[src/rtl/sram_ctrl_pkg.sv]
package sram_ctrl_pkg;

  typedef enum logic [2:0] {
    ST_IDLE,
    ST_RD,
    ST_WSETUP,
    ST_WPULSE,
    ST_WREC
  } ctrl_state_t;

  // Round a time up to whole clocks, never less than one.
  function automatic int unsigned ns_to_clk(input int unsigned t_ns,
                                            input int unsigned clk_ns);
    int unsigned r;
    r = (t_ns + clk_ns - 1) / clk_ns;
    return (r == 0) ? 1 : r;
  endfunction

  function automatic int unsigned umax(input int unsigned a,
                                       input int unsigned b);
    return (a > b) ? a : b;
  endfunction

endpackage

[src/rtl/sram_phase_timer.sv]
module sram_phase_timer #(
  parameter int unsigned CNT_W = 4
) (
  input  logic             clk,
  input  logic             rst,
  input  logic             load,
  input  logic [CNT_W-1:0] len,
  output logic             last
);

  logic [CNT_W-1:0] cnt;

  always_ff @(posedge clk) begin
    if (rst) begin
      cnt <= '0;
    end else if (load) begin
      cnt <= len - CNT_W'(1);
    end else if (cnt != '0) begin
      cnt <= cnt - CNT_W'(1);
    end
  end

  assign last = (cnt == '0);

endmodule

[src/rtl/sram_lane_decode.sv]
module sram_lane_decode #(
  parameter int unsigned LANES = 2
) (
  input  logic             active,
  input  logic [LANES-1:0] mask,
  output logic [LANES-1:0] be_n
);

  for (genvar l = 0; l < LANES; l++) begin : g_lane
    assign be_n[l] = ~(active & mask[l]);
  end

endmodule

[src/rtl/sram_read_capture.sv]
module sram_read_capture #(
  parameter int unsigned LANES = 2
) (
  input  logic               clk,
  input  logic               rst,
  input  logic               cap,
  input  logic [LANES-1:0]   mask,
  input  logic [LANES*8-1:0] dq_in,
  output logic [LANES*8-1:0] rd_data
);

  for (genvar l = 0; l < LANES; l++) begin : g_lane
    always_ff @(posedge clk) begin
      if (rst) begin
        rd_data[l*8 +: 8] <= '0;
      end else if (cap) begin
        rd_data[l*8 +: 8] <= mask[l] ? dq_in[l*8 +: 8] : 8'h00;
      end
    end
  end

endmodule

[src/rtl/sram_byte_ctrl.sv]
module sram_byte_ctrl
  import sram_ctrl_pkg::*;
#(
  parameter int unsigned ADDR_W = 16,
  parameter int unsigned DATA_W = 16,
  parameter int unsigned CLK_NS = 20,
  parameter int unsigned T_RC   = 70,
  parameter int unsigned T_AA   = 70,
  parameter int unsigned T_WC   = 70,
  parameter int unsigned T_WP   = 55,
  parameter int unsigned T_DW   = 30,
  parameter int unsigned T_AS   = 0
) (
  input  logic                    clk,
  input  logic                    rst,
  input  logic                    req_valid,
  input  logic                    req_write,
  input  logic [ADDR_W-1:0]       req_addr,
  input  logic [DATA_W/8-1:0]     req_be,
  input  logic [DATA_W-1:0]       req_wdata,
  output logic                    busy,
  output logic                    done,
  output logic [DATA_W-1:0]       rd_data,
  output logic [ADDR_W-1:0]       mem_addr,
  output logic                    mem_cs_n,
  output logic                    mem_oe_n,
  output logic                    mem_we_n,
  output logic [DATA_W/8-1:0]     mem_be_n,
  output logic [DATA_W-1:0]       mem_dq_out,
  output logic                    mem_dq_oe,
  input  logic [DATA_W-1:0]       mem_dq_in
);

  localparam int unsigned LANES    = DATA_W / 8;
  localparam int unsigned RD_CYC   = ns_to_clk(umax(T_AA, T_RC), CLK_NS);
  localparam int unsigned SU_CYC   = ns_to_clk(T_AS, CLK_NS);
  localparam int unsigned WP_CYC   = ns_to_clk(umax(T_WP, T_DW), CLK_NS);
  localparam int unsigned WC_CYC   = ns_to_clk(T_WC, CLK_NS);
  localparam int unsigned REC_CYC  = (WC_CYC > SU_CYC + WP_CYC + 1) ?
                                     (WC_CYC - SU_CYC - WP_CYC) : 1;
  localparam int unsigned MAX_CYC  = umax(umax(RD_CYC, SU_CYC),
                                          umax(WP_CYC, REC_CYC));
  localparam int unsigned CNT_W    = $clog2(MAX_CYC + 1);

  ctrl_state_t       state, nxt;
  logic              accept;
  logic              cap;
  logic              tmr_load;
  logic [CNT_W-1:0]  tmr_len;
  logic              tmr_last;
  logic [LANES-1:0]  mask_q;
  logic [LANES-1:0]  mask_sel;
  logic [LANES-1:0]  be_n_nxt;

  sram_phase_timer #(.CNT_W(CNT_W)) u_timer (
    .clk  (clk),
    .rst  (rst),
    .load (tmr_load),
    .len  (tmr_len),
    .last (tmr_last)
  );

  // Next-state and phase-length selection
  always_comb begin
    nxt      = state;
    accept   = 1'b0;
    cap      = 1'b0;
    tmr_load = 1'b0;
    tmr_len  = '0;
    unique case (state)
      ST_IDLE: begin
        if (req_valid) begin
          accept   = 1'b1;
          tmr_load = 1'b1;
          if (req_write) begin
            nxt     = ST_WSETUP;
            tmr_len = CNT_W'(SU_CYC);
          end else begin
            nxt     = ST_RD;
            tmr_len = CNT_W'(RD_CYC);
          end
        end
      end
      ST_RD: begin
        if (tmr_last) begin
          cap = 1'b1;
          nxt = ST_IDLE;
        end
      end
      ST_WSETUP: begin
        if (tmr_last) begin
          nxt      = ST_WPULSE;
          tmr_load = 1'b1;
          tmr_len  = CNT_W'(WP_CYC);
        end
      end
      ST_WPULSE: begin
        if (tmr_last) begin
          nxt      = ST_WREC;
          tmr_load = 1'b1;
          tmr_len  = CNT_W'(REC_CYC);
        end
      end
      ST_WREC: begin
        if (tmr_last) nxt = ST_IDLE;
      end
      default: nxt = ST_IDLE;
    endcase
  end

  assign mask_sel = accept ? req_be : mask_q;

  sram_lane_decode #(.LANES(LANES)) u_lanes (
    .active (nxt != ST_IDLE),
    .mask   (mask_sel),
    .be_n   (be_n_nxt)
  );

  // All RAM-facing outputs are registered from the next state
  always_ff @(posedge clk) begin
    if (rst) begin
      state      <= ST_IDLE;
      mem_cs_n   <= 1'b1;
      mem_oe_n   <= 1'b1;
      mem_we_n   <= 1'b1;
      mem_dq_oe  <= 1'b0;
      mem_be_n   <= '1;
      mem_addr   <= '0;
      mem_dq_out <= '0;
      mask_q     <= '0;
      busy       <= 1'b0;
      done       <= 1'b0;
    end else begin
      state      <= nxt;
      mem_cs_n   <= (nxt == ST_IDLE);
      mem_oe_n   <= (nxt != ST_RD);
      mem_we_n   <= (nxt != ST_WPULSE);
      mem_dq_oe  <= (nxt == ST_WPULSE);
      mem_be_n   <= be_n_nxt;
      busy       <= (nxt != ST_IDLE);
      done       <= (state != ST_IDLE) && (nxt == ST_IDLE);
      if (accept) begin
        mem_addr   <= req_addr;
        mem_dq_out <= req_wdata;
        mask_q     <= req_be;
      end
    end
  end

  sram_read_capture #(.LANES(LANES)) u_cap (
    .clk     (clk),
    .rst     (rst),
    .cap     (cap),
    .mask    (mask_q),
    .dq_in   (mem_dq_in),
    .rd_data (rd_data)
  );

endmodule

[config.mk]
export PLATFORM = sky130hd
export DESIGN_NAME = sram_byte_ctrl
export DESIGN_NICKNAME = d
export VERILOG_FILES = /design/src/rtl/sram_ctrl_pkg.sv /design/src/rtl/sram_phase_timer.sv /design/src/rtl/sram_lane_decode.sv /design/src/rtl/sram_read_capture.sv /design/src/rtl/sram_byte_ctrl.sv
export SDC_FILE = /design/constraint.sdc
export NUM_CORES = 1
export LEC_CHECK = 0
export ABC_AREA = 1
export BUFFER_PORTS_ARGS = -buffer_cell sky130_fd_sc_hd__buf_2
export CAP_MARGIN = 20
export CORE_UTILIZATION = 45
export CTS_CLUSTER_SIZE = 10
export DETAILED_ROUTE_END_ITERATION = 16
export PLACE_DENSITY_LB_ADDON = 0.25
export SLEW_MARGIN = 20
export SYNTH_ARGS = -nofsm -noshare
export SYNTH_HDL_FRONTEND = slang
export SYNTH_SLANG_ARGS = --single-unit
[constraint.sdc]
create_clock -name clk -period 2 [get_ports clk]
set_input_delay 0.2 -clock clk [delete_from_list [all_inputs] [get_ports clk]]
set_output_delay 0.2 -clock clk [all_outputs]
set_load 0.02 [all_outputs]
==> metrics.csv, run 1 <==
metric,value,unit
status,completed,
drt wl/cell,12.77,um
Num Clock Sinks,64,
Placed Area,3017,um^2
post-synthesis sequential area ratio,0.5243,
drt drc,0,
Rel. slew slack,0.6825,
gpl congestion,0.8414,
RSZ-0062 raised after global routing,no,
Post-CTS Hold Fix Bufs,0,
antenna diode count,0,
nets@finish,457,
share of flip-flops with an asynchronous set or reset,0,
"Cell Area, Synth",2444,um^2
Area Growth Syn to Fin,30.52,%
DIE WIDTH,75.69,um
crit path DAT,1.92,ns
cts bufs inserted,9,
initial antenna violation count,0,
Post-synth EDFFs,0,
antenna-violating nets left,0,
R2R setup slack,0.34,ns
Clock Latency Late Sink,0.32,ns
CTS root buffer,clkbuf_8,
CP Launch Type,flop,
Port Buffers,109,
Max VDD drop,561.0,uV
Netlist cell types,25,
"Hold Vio Cnt, Final",0,
share of layout cells above drive strength 1,0.3605,
clk_skew,0.006604,ns
synth cell count leaders,"69 x a21oi_1, 64 x dfxtp_1, 46 x nand2_1, 41 x nand3_1, 17 x nor3_1",
PwrDens,1206,nW/um^2
hold crit path type,in -> reg,
CTS tree,built,
Avg Inst Size Synth,8.255,um^2
number of global-route vias before repair,2112,
"Max FO, Critical Path",12,
Core Area,5172,um^2
most common cell in the synthesized netlist,a21oi_1,
final setup fails,0,
detailed-router iteration count before antenna repair,4,
top-area cell type share of the netlist area,0.5243,
max-slew violation count,0,
"top cells by area, synth","dfxtp_1 52%, a21oi_1 14%, nand3_1 8.4%",
crit end category,flop,
Die Y,75.69,um
first-pass GRT wire length,9.108,mm
fmax,0.6027,GHz
die area,5729,um^2
row cnt,26,
Mapped Cells,296,
Max Cap Violations,0,
pin count of the biggest net entering global routing,35,
Initial Utilization,0.4724,
1st-iter DRT viols,85,
largest area contributor in the netlist,dfxtp_1,
DR vias/cell,5.076,
global-route total usage across every layer,0.2101,
vias,2411,
final WL,6.066,mm
critical path class,reg -> reg,
Clock Pin Slew Worst Setup and Hold Paths,0.06,ns
leakage,1.499,nW
PostCTS Resize Cnt,0,
syn_nets,351,
Main synth FF type,dfxtp_1,
Finished Cell Area,3189,um^2
Post-CTS Setup Bufs,0,
Final Cycle Share,0.8296,
post-layout min period,1.659,ns
Max Buffers Root-to-Sink,2,
depth of the CTS H-tree,3,
YS warnings,0,
Seq cells post-synth,64,
GR Overflow Total,0,
Ports,110,
Worst-Margin Slew,0.4762,ns
setup total negative slack,0,ns
hpwl dp,4.230,mm
Worst Path Required,2.26,ns
## final timing paths
path            startpoint             end  cells past startpoint
max reg2reg       state[0]  u_timer.cnt[2]                      8
min          req_wdata[11]  mem_dq_out[11]                      3
max               state[0]  u_timer.cnt[2]                      8
min reg2reg    mem_addr[6]     mem_addr[6]                      2
## placed cells by master, fill, tap and decap left out, types with 2 or more instances in the layout
| master | Yosys | final |
|---|---|---|
| buf_2 | 2 | 109 |
| a21oi_1 | 69 | 69 |
| dfxtp_1 | 64 | 64 |
| nand2_1 | 46 | 46 |
| nand3_1 | 41 | 41 |
| nor3_1 | 17 | 17 |
| clkbuf_8 | 0 | 12 |
| nor2_1 | 8 | 8 |
| buf_4 | 7 | 8 |
| inv_1 | 7 | 7 |
| inv_2 | 3 | 3 |
| nor2_4 | 3 | 3 |
| nand2_2 | 3 | 3 |
| nor2_2 | 2 | 2 |
| nand4_2 | 2 | 2 |
| o21ai_1 | 2 | 2 |
| clkbuf_1 | 11 | 2 |
## per-stage QoR
step / power (W) / util / std cells / worst slack [ns] / hold slack (ns)
after global placement: 0.002874 / 0.5832 / 461 / 0.4800 / 0.4494
after global routing: 0.004085 / 0.6166 / 475 / 0.2054 / 0.1256
after detailed placement: 0.002902 / 0.5832 / 461 / 0.3715 / 0.4524
after floorplan: 0.002561 / - / 296 / 0.6049 / 0.3600
after CTS: 0.003870 / 0.6166 / 475 / 0.3483 / 0.1185
final: 0.003845 / 0.6166 / 475 / 0.3408 / 0.1375
## kinds of logic after synthesis
logic type	count (synthesis)	synth area share
AND/OR/NAND/NOR	126	0.2545
AO/OA/AOI/OAI	73	0.1516
flip-flops	64	0.5243
buffers and inverters	32	0.06452
adder cells (fa/ha/maj)	1	0.005120
## worst max-delay path, stage by stage, from the launching register on
cell     delay [ns]
dfxtp_1        0.40
nor2_2         0.23
nand3_2        0.26
nand2_2        0.19
o22ai_1        0.08
inv_1          0.07
ha_1           0.16
nand3_1        0.08
a21oi_1        0.13
## sequential cells by signal (all words and copies together), names as in the netlist
name / count
mem_be_n: 2
mem_addr: 16
mem_cs_n: 1
done: 1
mem_dq_oe: 1
state: 3
u_cap.rd_data: 16
mask_q: 2
mem_oe_n: 1
u_timer.cnt: 3
busy: 1
mem_dq_out: 16
mem_we_n: 1
## cell type report
cell class	instances	area (um^2)
Inverter	10	37.54
Multi-Input combinational cell	200	1005
Tap cell	70	87.58
Sequential cell	64	1281
Fill cell	455	1983
Clock buffer	14	172.7
Timing Repair Buffer	117	605.6
## metal layers
metal	global-route usage	wire length (um)	vias to the layer above
met4	0.08642	43	0
met5	0	0	-
met3	0.06481	402	6
met2	0.3552	2907	74
met1	0.2483	2712	1112
li1	-	-	1219
## report_power, final
group | total (W) | switching, W | internal, W
registers | 0.00160 | 0.000123 | 0.00148
logic | 0.00127 | 0.000841 | 0.000433
clock network | 0.000972 | 0.000432 | 0.000540
total | 0.00385 | 0.00140 | 0.00245
(Power assumes the default switching activity.)
==> inputs of run 2 (changes only) <==
--- a/config.mk
+++ b/config.mk
@@ -8,7 +8,7 @@
 export ABC_AREA = 1
 export BUFFER_PORTS_ARGS = -buffer_cell sky130_fd_sc_hd__buf_2
 export CAP_MARGIN = 20
-export CORE_UTILIZATION = 45
+export CORE_UTILIZATION = 42
 export CTS_CLUSTER_SIZE = 10
 export DETAILED_ROUTE_END_ITERATION = 16
 export PLACE_DENSITY_LB_ADDON = 0.25
==> constraint.sdc (replaced) <==
create_clock -name clk -period 1.5 [get_ports clk]
set_input_delay 0.15 -clock clk [delete_from_list [all_inputs] [get_ports clk]]
set_output_delay 0.15 -clock clk [all_outputs]
set_load 0.02 [all_outputs]
==> metrics.csv, run 2 (synthesis results as in run 1) <==
metric,value,unit,change
status,completed,,unchanged
RSZ-0062 raised after global routing,yes,,was no
Ports,110,,unchanged
share of layout cells above drive strength 1,0.3725,,was 0.3605
Final Cycle Share,0.9329,,was 0.8296
drt wl/cell,12.41,um,was 12.77 um
Worst-Margin Slew,0.3320,ns,was 0.4762 ns
GR Overflow Total,0,,unchanged
drt drc,0,,unchanged
pin count of the biggest net entering global routing,36,,was 35
hold crit path type,in -> reg,,unchanged
detailed-router iteration count before antenna repair,4,,unchanged
DIE WIDTH,78.28,um,was 75.69 um
Finished Cell Area,3239,um^2,was 3189 um^2
cts bufs inserted,9,,unchanged
Placed Area,3039,um^2,was 3017 um^2
CP Launch Type,flop,,unchanged
"Max FO, Critical Path",6,,was 12
die area,6127,um^2,was 5729 um^2
fmax,0.7146,GHz,was 0.6027 GHz
max-slew violation count,0,,unchanged
number of global-route vias before repair,2142,,was 2112
Rel. slew slack,0.7787,,was 0.6825
Port Buffers,109,,unchanged
antenna diode count,0,,unchanged
vias,2411,,unchanged
post-layout min period,1.399,ns,was 1.659 ns
1st-iter DRT viols,95,,was 85
final WL,5.957,mm,was 6.066 mm
CTS root buffer,clkbuf_8,,unchanged
nets@finish,460,,was 457
Area Growth Syn to Fin,32.57,%,was 30.52%
Clock Pin Slew Worst Setup and Hold Paths,0.06,ns,about the same
critical path class,reg -> reg,,unchanged
CTS tree,built,,unchanged
Max VDD drop,917.6,uV,was 561.0 uV
Max Buffers Root-to-Sink,2,,unchanged
Final Util,0.5847,,was 0.6166
antenna-violating nets left,0,,unchanged
DR vias/cell,5.023,,was 5.076
clk_skew,0.002766,ns,was 0.006604 ns
global-route total usage across every layer,0.1996,,was 0.2101
Clock Latency Late Sink,0.32,ns,about the same
Fill cells,530,,was 455
Clock power frac,0.230,,was 0.253
"commonest cells after routing, fill and taps aside","109 x buf_2, 68 x a21oi_1, 63 x dfxtp_1, 45 x nand2_1, 41 x nand3_1",,"was 109 x buf_2, 69 x a21oi_1, 64 x dfxtp_1, 46 x nand2_1, 41 x nand3_1"
worst-path cell chain,nor2_4 -> nand2_2 -> o22ai_1 -> inv_1 -> ha_1 -> nand3_1 -> a21oi_2,,was nor2_2 -> nand3_2 -> nand2_2 -> o22ai_1 -> inv_1 -> ha_1 -> nand3_1 -> a21oi_1
hpwl dp,4.080,mm,was 4.230 mm
Internal Power,0.003304,W,was 0.002450 W
Slowest cell on crit path,dfxtp_1,,unchanged
gpl congestion,0.7897,,was 0.8414
crit end category,flop,,unchanged
"Hold Vio Cnt, Final",0,,unchanged
Regs by FF count,"mem_addr: 16 flops, mem_dq_out: 16 flops, u_cap.rd_data: 16 flops",,unchanged
Max Cap Violations,0,,unchanged
CP max stage delay,0.34,ns,was 0.40 ns
Worst Path Required,1.70,ns,was 2.26 ns
Core Area,5540,um^2,was 5172 um^2
final setup fails,0,,unchanged
crit path DAT,1.60,ns,was 1.92 ns
first-pass GRT wire length,9.584,mm,was 9.108 mm
combinational share of power,0.361,,was 0.331
"most common cell after layout, fill and taps aside",buf_2,,unchanged
Seq pwr share,0.408,,was 0.416
Num Clock Sinks,64,,unchanged
Net Sw Frac,0.3635,,was 0.3630
PwrDens,1603,nW/um^2,was 1206 nW/um^2
depth of the CTS H-tree,3,,unchanged
leakage,1.515,nW,was 1.499 nW
initial antenna violation count,0,,unchanged
Net Switching,0.001887,W,was 0.001396 W
row cnt,27,,was 26
Initial Utilization,0.4411,,was 0.4724
Die Y,78.28,um,was 75.69 um
[run 2: power groups by stage]
stage	registers (W)	logic, W	clock network (W)
2_1_floorplan	0.00241	0.00101	0
3_3_place_gp	0.00215	0.00170	0
3_5_place_dp	0.00215	0.00171	0
4_1_cts	0.00212	0.00172	0.00125
5_1_grt	0.00215	0.00206	0.00131
6_report	0.00212	0.00188	0.00120
[run 2: final cells by class]
cell class	instances	area, um^2	area share
sequential	64	1282	0.3959
multi-input combinational	200	1022	0.3156
timing repair buffer	120	653.1	0.2016
clock buffer	13	148.9	0.04596
tap	72	90.09	0.02781
inverter	10	37.54	0.01159
clock inverter	1	5.005	0.001545
[run 2: per-stage QoR]
stage / setup WS (ns) / setup TNS [ns] / cells / hold slack (ns) / power (W)
2_1_floorplan: 0.1049 / 0 / 296 / 0.3100 / 0.003415
3_3_place_gp: 0.07074 / 0 / 464 / 0.4167 / 0.003851
3_5_place_dp: 0.03859 / 0 / 464 / 0.4235 / 0.003866
4_1_cts: 0.01702 / 0 / 478 / 0.06910 / 0.005085
5_1_grt: -0.03375 / -0.03375 / 480 / 0.07832 / 0.005525
6_report: 0.1006 / 0 / 480 / 0.08497 / 0.005191
[run 2: metal layers]
layer	up-vias	GRT usage	part of all wire
li1	1224	-	-
met1	1080	0.2440	0.45
met2	97	0.3167	0.45
met3	10	0.05814	0.084
met4	0	0.1056	0.017
met5	-	0	0
[run 2: critical path, delay by kind of cell, from the launching register on]
family / cells / cell delay (ns)
adder cells (fa/ha/maj): 1 / 0.19
flip-flops: 1 / 0.34
AO/OA/AOI/OAI: 2 / 0.26
AND/OR/NAND/NOR: 3 / 0.43
buffers and inverters: 1 / 0.06
[run 2: worst paths after layout]
path	from	slack, ns	cells past startpoint	endpoint
setup / recovery	u_timer.cnt[0]	0.10	7	u_timer.cnt[2]
hold reg to reg	mem_addr[15]	0.46	2	mem_addr[15]
setup reg to reg	u_timer.cnt[0]	0.10	7	u_timer.cnt[2]
hold / removal	req_addr[6]	0.08	3	mem_addr[6]
[run 2: what timing repair did]
item / CTS / global route
gates resized for setup: 0 / 5
endpoints found under the hold margin: 0 / 0
hold buffers: 0 / 0
setup endpoints to repair: 0 / 18
setup buffers: 0 / 2
==> inputs of run 3 (changes only) <==
--- a/config.mk
+++ b/config.mk
@@ -8,6 +8,7 @@
 export ABC_AREA = 1
 export BUFFER_PORTS_ARGS = -buffer_cell sky130_fd_sc_hd__buf_2
 export CAP_MARGIN = 20
+export CORE_MARGIN = 2
 export CORE_UTILIZATION = 42
 export CTS_CLUSTER_SIZE = 10
 export DETAILED_ROUTE_END_ITERATION = 16
==> metrics.csv, run 3 (synthesis results as in run 1) <==
metric,value,unit,change
"commonest cells after routing, fill and taps aside","109 x buf_2, 69 x a21oi_1, 61 x dfxtp_1, 45 x nand2_1, 41 x nand3_1",,"was 109 x buf_2, 68 x a21oi_1, 63 x dfxtp_1, 45 x nand2_1, 41 x nand3_1"
hpwl dp,4.342,mm,was 4.080 mm
Max Cap Violations,0,,unchanged
die area,6444,um^2,was 6127 um^2
crit path DAT,1.68,ns,was 1.60 ns
nets@finish,460,,unchanged
Max VDD drop,859.9,uV,was 917.6 uV
status,completed,,unchanged
gpl congestion,0.7912,,was 0.7897
crit end category,flop,,unchanged
Regs by FF count,"mem_addr: 16 flops, mem_dq_out: 16 flops, u_cap.rd_data: 16 flops",,unchanged
Area Growth Syn to Fin,33.90,%,was 32.57%
final WL,6.190,mm,was 5.957 mm
first-pass GRT wire length,9.763,mm,was 9.584 mm
initial antenna violation count,0,,unchanged
Rel. slew slack,0.6566,,was 0.7787
RSZ-0062 raised after global routing,no,,was yes
detailed-router iteration count before antenna repair,4,,unchanged
global-route total usage across every layer,0.1944,,was 0.1996
CTS root buffer,clkbuf_8,,unchanged
"Max FO, Critical Path",3,,was 6
final setup fails,0,,unchanged
post-layout min period,1.423,ns,was 1.399 ns
"Hold Vio Cnt, Final",0,,unchanged
max-slew violation count,0,,unchanged
drt drc,0,,unchanged
DIE WIDTH,80.28,um,was 78.28 um
dpl ws,0.003395,ns,was 0.03859 ns
GR Overflow Total,0,,unchanged
share of layout cells above drive strength 1,0.3805,,was 0.3725
number of global-route vias before repair,2225,,was 2142
setup ws final,0.07723,ns,was 0.1006 ns
Final Cycle Share,0.9485,,was 0.9329
Worst-Margin Slew,0.5151,ns,was 0.3320 ns
pin count of the biggest net entering global routing,33,,was 36
hold crit path type,in -> reg,,unchanged
Clock Pin Slew Worst Setup and Hold Paths,0.07,ns,was 0.06 ns
fmax,0.7029,GHz,was 0.7146 GHz
Ports,110,,unchanged
leakage,1.533,nW,was 1.515 nW
vias,2414,,was 2411
Max Buffers Root-to-Sink,2,,unchanged
antenna diode count,0,,unchanged
Initial Utilization,0.4384,,was 0.4411
CP Launch Type,flop,,unchanged
1st-iter DRT viols,104,,was 95
hold wc startpoint,req_wdata[7],,was req_addr[6]
row cnt,27,,unchanged
DR vias/cell,5.008,,was 5.023
depth of the CTS H-tree,3,,unchanged
"most common cell after layout, fill and taps aside",buf_2,,unchanged
Worst Path Required,1.76,ns,was 1.70 ns
clk_skew,0.004229,ns,was 0.002766 ns
PwrDens,1636,nW/um^2,was 1603 nW/um^2
antenna-violating nets left,0,,unchanged
critical path class,reg -> reg,,unchanged
Port Buffers,109,,unchanged
Core Area,5574,um^2,was 5540 um^2
drt wl/cell,12.84,um,was 12.41 um
CTS tree,built,,unchanged
cts bufs inserted,9,,unchanged
Num Clock Sinks,64,,unchanged
FF-to-FF Start,state[1],,was u_timer.cnt[0]
Worst Setup SP,state[1],,was u_timer.cnt[0]
setup total negative slack,0,ns,unchanged
Die Y,80.28,um,was 78.28 um
Clock Latency Late Sink,0.33,ns,was 0.32 ns
==> run 3: path summary, 6_finish.rpt <==
kind                         end  slack [ns]  depth (start not counted)
setup / recovery  u_timer.cnt[2]        0.08                          9
hold / removal     mem_dq_out[7]        0.08                          3
setup reg to reg  u_timer.cnt[2]        0.08                          9
hold reg to reg   mem_dq_out[10]        0.46                          2
==> run 3: power breakdown <==
group	leakage, nW	total [W]	internal (W)	switching, W
sequential	0.526	0.00213	0.00197	0.000161
combinational	0.914	0.00185	0.000689	0.00116
clock	0.0941	0.00137	0.000761	0.000609
total	1.53	0.00535	0.00342	0.00193
==> run 3: area by class of cell <==
cell class / instances / area [um^2]
Clock buffer: 12 / 135.1
Clock inverter: 4 / 45.04
Fill cell: 531 / 2302
Inverter: 10 / 37.54
Multi-Input combinational cell: 200 / 1026
Sequential cell: 64 / 1285
Tap cell: 72 / 90.09
Timing Repair Buffer: 120 / 653.1
==> run 3: per-layer routing <==
metal	track usage	share of wire	routed length [um]	vias up
li1	-	-	-	1224
met1	0.2293	0.44	2750	1094
met2	0.3183	0.46	2833	88
met3	0.07079	0.085	524	8
met4	0.08136	0.013	81	0
met5	0	0	0	-
==> run 3: worst max-delay path, cell delays in order (launching register included) <==
cell,delay [ns]
dfxtp_2,0.40
inv_2,0.07
nor2_2,0.14
nand3_1,0.13
nand2_2,0.11
o22ai_1,0.07
inv_1,0.07
ha_1,0.16
nand3_1,0.08
a21oi_1,0.14
==> run 3: through the flow <==
stage               utilization  area, um^2  cells  hold WS, ns  total power [W]
floorplan                     -        2444    296       0.3100         0.003415
global placement         0.5466        3047    465       0.4165         0.003870
detailed placement       0.5466        3047    465       0.4251         0.003892
CTS                      0.5791        3228    481      0.06774         0.005271
global route             0.5870        3272    482      0.07672         0.005661
finish                   0.5870        3272    482      0.07973         0.005351
==> run 3: what timing repair did <==
| item | 4_1_cts | 5_1_grt |
|---|---|---|
| resized for setup | 1 | 7 |
| hold buffers | 0 | 0 |
| setup buffers | 0 | 1 |
| endpoints found under the setup margin | 1 | 19 |
